[src/rtl/regbridge_pkg.sv]
package regbridge_pkg;
   // Host register slots, selected by byte offset bits 3:2.
   typedef enum logic [1:0] {
      SLOT_CTRL = 2'd0,
      SLOT_EN   = 2'd1,
      SLOT_ADDR = 2'd2,
      SLOT_DATA = 2'd3
   } slot_e;

   localparam int START_BIT = 0;  // control: start / busy
   localparam int WFLAG_BIT = 0;  // enable: write qualifier
   localparam int LANE_LSB  = 4;  // enable: first byte-lane bit
endpackage

[src/rtl/regbridge_seq.sv]
module regbridge_seq (
   input  logic clk,
   input  logic rst_n,
   input  logic go,
   input  logic ack,
   output logic busy,
   output logic done
);
   always_ff @(posedge clk or negedge rst_n) begin
      if (!rst_n)          busy <= 1'b0;
      else if (busy && ack) busy <= 1'b0;
      else if (go)          busy <= 1'b1;
   end

   assign done = busy && ack;

   // an acknowledge seen while idle leaves the sequencer idle
   a_r5_idle_ack: assert property (@(posedge clk) disable iff (!rst_n)
      (!busy && ack && !go) |=> !busy);
endmodule

[src/rtl/regbridge_stage.sv]
module regbridge_stage
   import regbridge_pkg::*;
#(
   parameter  int ADDR_W = 16,
   parameter  int DATA_W = 32,
   localparam int NB     = DATA_W / 8,
   localparam int EN_W   = LANE_LSB + NB
) (
   input  logic              clk,
   input  logic              rst_n,
   input  logic              wr_ok,
   input  slot_e             slot,
   input  logic [DATA_W-1:0] wdata,
   input  logic              cap,
   input  logic [DATA_W-1:0] cap_data,
   output logic [EN_W-1:0]   en_q,
   output logic [ADDR_W-1:0] addr_q,
   output logic [DATA_W-1:0] data_q
);
   always_ff @(posedge clk or negedge rst_n) begin
      if (!rst_n) begin
         en_q   <= '0;
         addr_q <= '0;
      end else if (wr_ok) begin
         if (slot == SLOT_EN)   en_q   <= wdata[EN_W-1:0];
         if (slot == SLOT_ADDR) addr_q <= wdata[ADDR_W-1:0];
      end
   end

   // Data word kept per byte lane: a completing read overrides a host store.
   for (genvar b = 0; b < NB; b++) begin : g_lane
      logic [7:0] lane_q;
      always_ff @(posedge clk or negedge rst_n) begin
         if (!rst_n)                            lane_q <= '0;
         else if (cap)                          lane_q <= cap_data[8*b +: 8];
         else if (wr_ok && slot == SLOT_DATA)   lane_q <= wdata[8*b +: 8];
      end
      assign data_q[8*b +: 8] = lane_q;
   end
endmodule

[src/rtl/regbridge_top.sv]
module regbridge_top
   import regbridge_pkg::*;
#(
   parameter int ADDR_W = 16,
   parameter int DATA_W = 32
) (
   input  logic                clk,
   input  logic                rst_n,
   input  logic                h_wr,
   input  logic [3:0]          h_ofs,
   input  logic [DATA_W-1:0]   h_wdata,
   output logic [DATA_W-1:0]   h_rdata,
   output logic                s_req,
   output logic                s_we,
   output logic [ADDR_W-1:0]   s_addr,
   output logic [DATA_W/8-1:0] s_be,
   output logic [DATA_W-1:0]   s_wdata,
   input  logic                s_ack,
   input  logic [DATA_W-1:0]   s_rdata
);
   localparam int NB   = DATA_W / 8;
   localparam int EN_W = LANE_LSB + NB;

   if (DATA_W % 8 != 0 || DATA_W < 8 || DATA_W > 32) begin : g_bad_data_w
      $error("regbridge_top: DATA_W must be 8, 16, 24 or 32");
   end
   if (ADDR_W < 1 || ADDR_W > DATA_W) begin : g_bad_addr_w
      $error("regbridge_top: ADDR_W must lie in 1..DATA_W");
   end
   if (EN_W > DATA_W) begin : g_bad_en_w
      $error("regbridge_top: enable word does not fit the data width");
   end

   slot_e             slot;
   logic              busy, done, go, wr_ok, cap;
   logic [EN_W-1:0]   en_q;
   logic [ADDR_W-1:0] addr_q;
   logic [DATA_W-1:0] data_q;
   logic              unused_ofs;

   assign slot       = slot_e'(h_ofs[3:2]);
   assign unused_ofs = ^h_ofs[1:0];
   assign wr_ok      = h_wr && !busy;
   assign go         = wr_ok && slot == SLOT_CTRL && h_wdata[START_BIT];
   assign cap        = done && !en_q[WFLAG_BIT];

   regbridge_seq u_seq (
      .clk  (clk),
      .rst_n(rst_n),
      .go   (go),
      .ack  (s_ack),
      .busy (busy),
      .done (done)
   );

   regbridge_stage #(.ADDR_W(ADDR_W), .DATA_W(DATA_W)) u_stage (
      .clk     (clk),
      .rst_n   (rst_n),
      .wr_ok   (wr_ok),
      .slot    (slot),
      .wdata   (h_wdata),
      .cap     (cap),
      .cap_data(s_rdata),
      .en_q    (en_q),
      .addr_q  (addr_q),
      .data_q  (data_q)
   );

   assign s_req   = busy;
   assign s_we    = en_q[WFLAG_BIT];
   assign s_be    = en_q[LANE_LSB +: NB];
   assign s_addr  = addr_q;
   assign s_wdata = data_q;

   always_comb begin
      unique case (slot)
         SLOT_CTRL: h_rdata = {{(DATA_W-1){1'b0}}, busy};
         SLOT_EN:   h_rdata = DATA_W'(en_q);
         SLOT_ADDR: h_rdata = DATA_W'(addr_q);
         default:   h_rdata = data_q;
      endcase
   end

   // an idle start command raises the request on the next edge
   a_r3_start: assert property (@(posedge clk) disable iff (!rst_n)
      (h_wr && h_ofs[3:2] == 2'd0 && h_wdata[0] && !s_req) |=> s_req);

   // request and its qualifiers frozen until acknowledged
   a_r4_hold: assert property (@(posedge clk) disable iff (!rst_n)
      (s_req && !s_ack) |=> (s_req && $stable(s_addr) && $stable(s_wdata)
                             && $stable(s_be) && $stable(s_we)));

   // request drops in the cycle after the acknowledge
   a_r5_release: assert property (@(posedge clk) disable iff (!rst_n)
      (s_req && s_ack) |=> !s_req);

   // a completing read lands the returned word in the data register
   a_r6_capture: assert property (@(posedge clk) disable iff (!rst_n)
      (s_req && s_ack && !s_we) |=> (h_ofs[3:2] != 2'd3 || h_rdata == $past(s_rdata)));

   // staged state untouched by host stores while busy
   a_r8_frozen: assert property (@(posedge clk) disable iff (!rst_n)
      s_req |=> ($stable(en_q) && $stable(addr_q)));
endmodule

[config.mk]
export PLATFORM = sky130hd
export DESIGN_NAME = regbridge_top
export DESIGN_NICKNAME = d
export VERILOG_FILES = /design/src/rtl/regbridge_pkg.sv /design/src/rtl/regbridge_seq.sv /design/src/rtl/regbridge_stage.sv /design/src/rtl/regbridge_top.sv
export SDC_FILE = /design/constraint.sdc
export NUM_CORES = 1
export LEC_CHECK = 0
export ABC_AREA = 1
export BUFFER_PORTS_ARGS = -buffer_cell sky130_fd_sc_hd__buf_4
export CAP_MARGIN = 5
export CORE_ASPECT_RATIO = 2
export CORE_UTILIZATION = 46
export CTS_CLUSTER_SIZE = 25
export DETAILED_ROUTE_END_ITERATION = 12
export HOLD_SLACK_MARGIN = 0.08
export PLACE_DENSITY = 0.91
export SLEW_MARGIN = 20
export SYNTH_ARGS = -nofsm -noshare
export SYNTH_HDL_FRONTEND = slang
export SYNTH_HIERARCHICAL = 1
export SYNTH_SLANG_ARGS = --single-unit
[constraint.sdc]
create_clock -name clk -period 1.6 [get_ports clk]
set_input_delay 0 -clock clk [delete_from_list [all_inputs] [get_ports clk]]
set_output_delay 0 -clock clk [all_outputs]
set_load 0.005 [all_outputs]
* After elaboration in Yosys (flattened, before gate mapping)
Index checks and enable logic that the tools add are counted.
** Storage, ports and cells
- Flip-flop bits (word level) :: 57
- Input bits :: 72
- Output and inout bits :: 86
- Logic and storage cells :: 34
** Operators by class
- Equality and inequality tests :: 3
- Muxes and demuxes :: 11
- Reduce and logical (&&, ||, !) cells :: 13
** Operators with widths (number)
- $pmux W32 S3 :: 1
- $mux W8 :: 8
- $logic_and A1 B1 Y1 :: 6
- $eq A2 B2 Y1 const B :: 2
- $reduce_and A2 Y1 :: 2
- $reduce_bool A2 Y1 :: 2
- $eq A2 B1 Y1 const B :: 1
- $logic_not A1 Y1 :: 2
- $logic_not A2 Y1 :: 1
- $mux W1 :: 2

* Depth between registers and ports, before layout
- Word-level depth :: 6
- Depth in mapped cells :: 12

* Cells and area by module
The synthesis kept the hierarchy.
** Modules (own cells, without submodules)
- regbridge_stage :: times used 1, cells an instance 340, area each 2611.3 µm², seq. area each 1401.3 µm²
- regbridge_top :: times used 1, cells an instance 105, area each 436.7 µm², seq. area each 0.0 µm²
- regbridge_seq :: times used 1, cells an instance 5, area each 42.5 µm², seq. area each 25.0 µm²

* Least setup slack after synthesis
No wires, ideal clock.
- Kind :: register -> register
- From :: register u_seq.busy
- To :: register u_stage.g_lane[0].lane_q[0]
- Library setup time :: 0.116 ns
- Data arrival time :: 1.225 ns
- Required time :: 1.484 ns
- Setup slack :: 0.258 ns
- Stages on the path, launching flop included :: 13
- Buffers on the path :: 3
- Period minus slack after synthesis :: 1.342 ns
- Path through :: dfrtp_1 > nand2_1 > inv_2 > inv_1 > nor2_1 > buf_6 > inv_2 > buf_6 > buf_6 > nand2_1 > nand2_1 > nand2_1 > nand2_1
** Between the ends
- Elaborated cells between the ends (all ways) :: 7
- Classes of those cells :: mux (1); reduce/logical (6)
** RTL lines
- from (decl) :: line regbridge_seq.sv:6 : output logic busy,
- from (signal assigned) :: line regbridge_seq.sv:10 : if (!rst_n) busy <= 1'b0;
- from (signal assigned) :: line regbridge_seq.sv:11 : else if (busy && ack) busy <= 1'b0;
- from (signal assigned) :: line regbridge_seq.sv:12 : else if (go) busy <= 1'b1;
- $logic_and A1 B1 Y1 (*) :: line regbridge_seq.sv:15 : assign done = busy && ack;
- named net done :: line regbridge_top.sv:35 : logic busy, done, go, wr_ok, cap;
- $logic_and A1 B1 Y1 (*) :: line regbridge_top.sv:45 : assign cap = done && !en_q[WFLAG_BIT];
- named net cap :: line regbridge_top.sv:35
- $mux W8 / $reduce_bool A2 Y1 (equally long branches)
- to (signal assigned) :: line regbridge_stage.sv:35 : else if (cap) lane_q <= cap_data[8*b +: 8];
- to (signal assigned) :: line regbridge_stage.sv:36 : else if (wr_ok && slot == SLOT_DATA) lane_q <= wdata[8*b +: 8];
- to (decl) :: line regbridge_stage.sv:32 : logic [7:0] lane_q;
Mark *: on every way through the listed nets, which the timed path passes. The rest lies on a longest branch.
A chain may end at the register's enable or synchronous reset.

* Final worst setup path
- From :: register u_seq.busy
- To :: register u_stage.g_lane[2].lane_q[3]
** Between the ends
- Elaborated cells between the ends (all ways) :: 7
- Classes of those cells :: mux (1); reduce/logical (6)
** RTL lines (line)
- $logic_and A1 B1 Y1 (*) :: regbridge_seq.sv:15
- named net done :: regbridge_top.sv:35
- $logic_and A1 B1 Y1 (*) :: regbridge_top.sv:45
- named net cap :: regbridge_top.sv:35
- $mux W8 / $reduce_bool A2 Y1 (equally long branches)
- to (signal assigned) :: regbridge_stage.sv:35
- to (signal assigned) :: regbridge_stage.sv:36
- to (decl) :: regbridge_stage.sv:32
Marked as above.

==> flow_metrics.env <==
export IMPL_outcome="completed"
export IMPL_relSlewSlack_pct=52.7
export IMPL_std_cell_rows=41
export IMPL_layout_setup_ws_ps=109
export IMPL_p_leak_nw=2.94
export IMPL_ys_ff_latch=57
export IMPL_use_met3_pct=7.91
export IMPL_clock_path_buffers=2
export IMPL_coreArea_sq_um=6410
export IMPL_seqCellArea_sq_um=1430
export IMPL_grt_use_total_pct=34.1
export IMPL_layout_commonest_cell="nand2_1"
export IMPL_syn_avg_cell_area_sq_um=6.87
export IMPL_synth_warnings=6
export IMPL_grt_pass1_vias=3914
export IMPL_gp_congestion=0.861
export IMPL_synth_nets=522
export IMPL_fin_util_pct=81.1
export IMPL_setup_viol_count_final=0
export IMPL_fp_dieArea_sq_um=7070
export IMPL_irDropWorstVdd_v=0.00111
export IMPL_h_tree_depth=3
export IMPL_hold_path_class="input pin to flip-flop"
export IMPL_hpwlAfterDp_microns=6930
export IMPL_critPathLaunchType="flip-flop"
export IMPL_met1_usage_pct=34.3
export IMPL_layout_common_cells="nand2_1 (231), buf_4 (165), dlygate4sd3_1 (66)"
export IMPL_antenna_found_initial=1
export IMPL_fmax_ghz=0.671
export IMPL_pin_count=158
export IMPL_setup_tns_ps=0
export IMPL_drive_gt1_share_pct=28.0
export IMPL_wl_per_cell_microns=15.1
export IMPL_initial_core_util_pct=48.2
export IMPL_cts_tree="yes"
export IMPL_grt_pass1_wl_microns=18100
export IMPL_rsz0062_at_grt="no"
export IMPL_multiInputGateArea_sq_um=1350
export IMPL_final_cell_count_no_fill=759
export IMPL_clkLatencyLatePin_ps=320
export IMPL_die_w_microns=60.0
export IMPL_portBuffers=155
export IMPL_dpl_cell_area_sq_um=4290
export IMPL_crit_path_max_fanout=26
export IMPL_worstMarginPinSlew_ps=710
export IMPL_clkSinkCount=57
export IMPL_drt_iter0_drc=253
export IMPL_met2_usage_pct=60.1
export IMPL_post_cts_buffers=0
export IMPL_fin_crit_ps=1490
export IMPL_clk_pin_slew_ps=50
export IMPL_grt_ovfl_total=0
export IMPL_grt_max_degree=58
export IMPL_synthCells=450
export IMPL_synth_distinct_cells=16
export IMPL_hold_viol=0
export IMPL_placed_cells=678
export IMPL_seq_area_frac_synth_pct=46.2
export IMPL_drv_slew=0
export IMPL_drt_wl_total_microns=11500
export IMPL_critical_path_class="flip-flop to flip-flop"
export IMPL_vias_per_cell=5.12
export IMPL_nFillCells=395
export IMPL_finalPower_mw=7.34
export IMPL_antenna_left=0
export IMPL_min_period_over_period_pct=93.2
export IMPL_first_pass_iters=5
export IMPL_design_area_sq_um=5200
export IMPL_timing_hold_ws_ps=117
export IMPL_die_h_microns=118
export IMPL_root_buffer="clkbuf_16"
export IMPL_route_detailed_drc=0
export IMPL_dp_slack_ps=156
export IMPL_syn_area_sq_um=3090
export IMPL_cp_arrival_ps=1750
export IMPL_cap_viol_max_count=0
export IMPL_via_count=3886
export IMPL_endpoint_kind="flip-flop"
export IMPL_pwr_density_cell_nw_per_um2=1410
export IMPL_grt_busiest_layer="met2"
export IMPL_syn_to_final_growth_pct=68.2
export IMPL_skew_ps=6.49
export IMPL_cts_buffers=9
export IMPL_critPathRequiredTime_ps=1860
export IMPL_nNetsFinal=741
## state kept, by name, indices dropped and copies added, names as in the netlist
name,cells
u_stage/g_lane.lane_q,32
u_stage/addr_q,16
u_stage/en_q,8
u_seq/busy,1
## worst max-delay path: stages (launching register included)
cell and delay [ps]:
dfrtp_1 410, nand2_1 90, inv_2 60, inv_1 40, nor2_2 130, buf_4 320
nand2_1 110, nand2_1 100, nand2_1 70, nand2_1 70
## power by group
part           switching, mW  total (mW)  internal [mW]
combinational           1.44        3.08           1.64
sequential             0.589        2.66           2.07
clock                  0.580        1.60           1.02
total                   2.61        7.34           4.74
## worst paths after layout
path / startpoint / to / slack (ps) / cells after the start
min reg2reg: u_stage/en_q[1]$_DFFE_PN0P_ / u_stage/en_q[1]$_DFFE_PN0P_ / 490 / 2
max reg2reg: u_seq/busy$_DFFE_PN0P_ / u_stage/g_lane[2].lane_q[3]$_DFFE_PN0P_ / 110 / 9
max in group asynchronous: rst_n / u_stage/g_lane[1].lane_q[5]$_DFFE_PN0P_ / 850 / 2
max: u_seq/busy$_DFFE_PN0P_ / u_stage/g_lane[2].lane_q[3]$_DFFE_PN0P_ / 110 / 9
min in group asynchronous: rst_n / u_stage/addr_q[3]$_DFFE_PN0P_ / 270 / 2
min: h_wr / u_seq/busy$_DFFE_PN0P_ / 120 / 5
## logic make-up (layout without fill, tap and decap cells)
kind of cell / after synthesis / count (layout) / share of synthesized area (%)
AOI/OAI and AO/OA: 24 / 24 / 3.89
buffers and inverters: 66 / 288 / 10.3
and+or+nand+nor: 303 / 303 / 39.7
DFF: 57 / 57 / 46.2
other: 0 / 1 / 0
## routing by layer
layer  part of all wire, %  routed length, microns  vias up
li1                      -                       -     1807
met1                    34                    3920     1808
met2                    56                    6390      227
met3                   6.3                     719       44
met4                   4.1                     468        0
met5                     0                       0        -
## synth_stat cells, drive strengths merged
library cell	instances	share of area, %
nand2	233	28
nor2	22	3.1
nand4	1	0.20
nand3	47	7.9
dfrtp	57	46
inv	42	5.1
o21ai	24	3.9
buf	24	5.2
## layout make-up
type,count,area share [%]
antenna,1,0.0481
clock buffer,13,4.62
clock inverter,1,0.0963
inverter,42,3.03
multi-input combinational,327,25.9
sequential,57,27.4
tap,86,2.07
timing repair buffer,232,36.8
## what timing repair did
action                                  CTS  global route
hold endpoints to repair                114             0
endpoints found under the setup margin    0             5
gates resized for setup                   0             1
hold buffers                             66             0
Note: power is estimated with default switching activity, not from simulation.
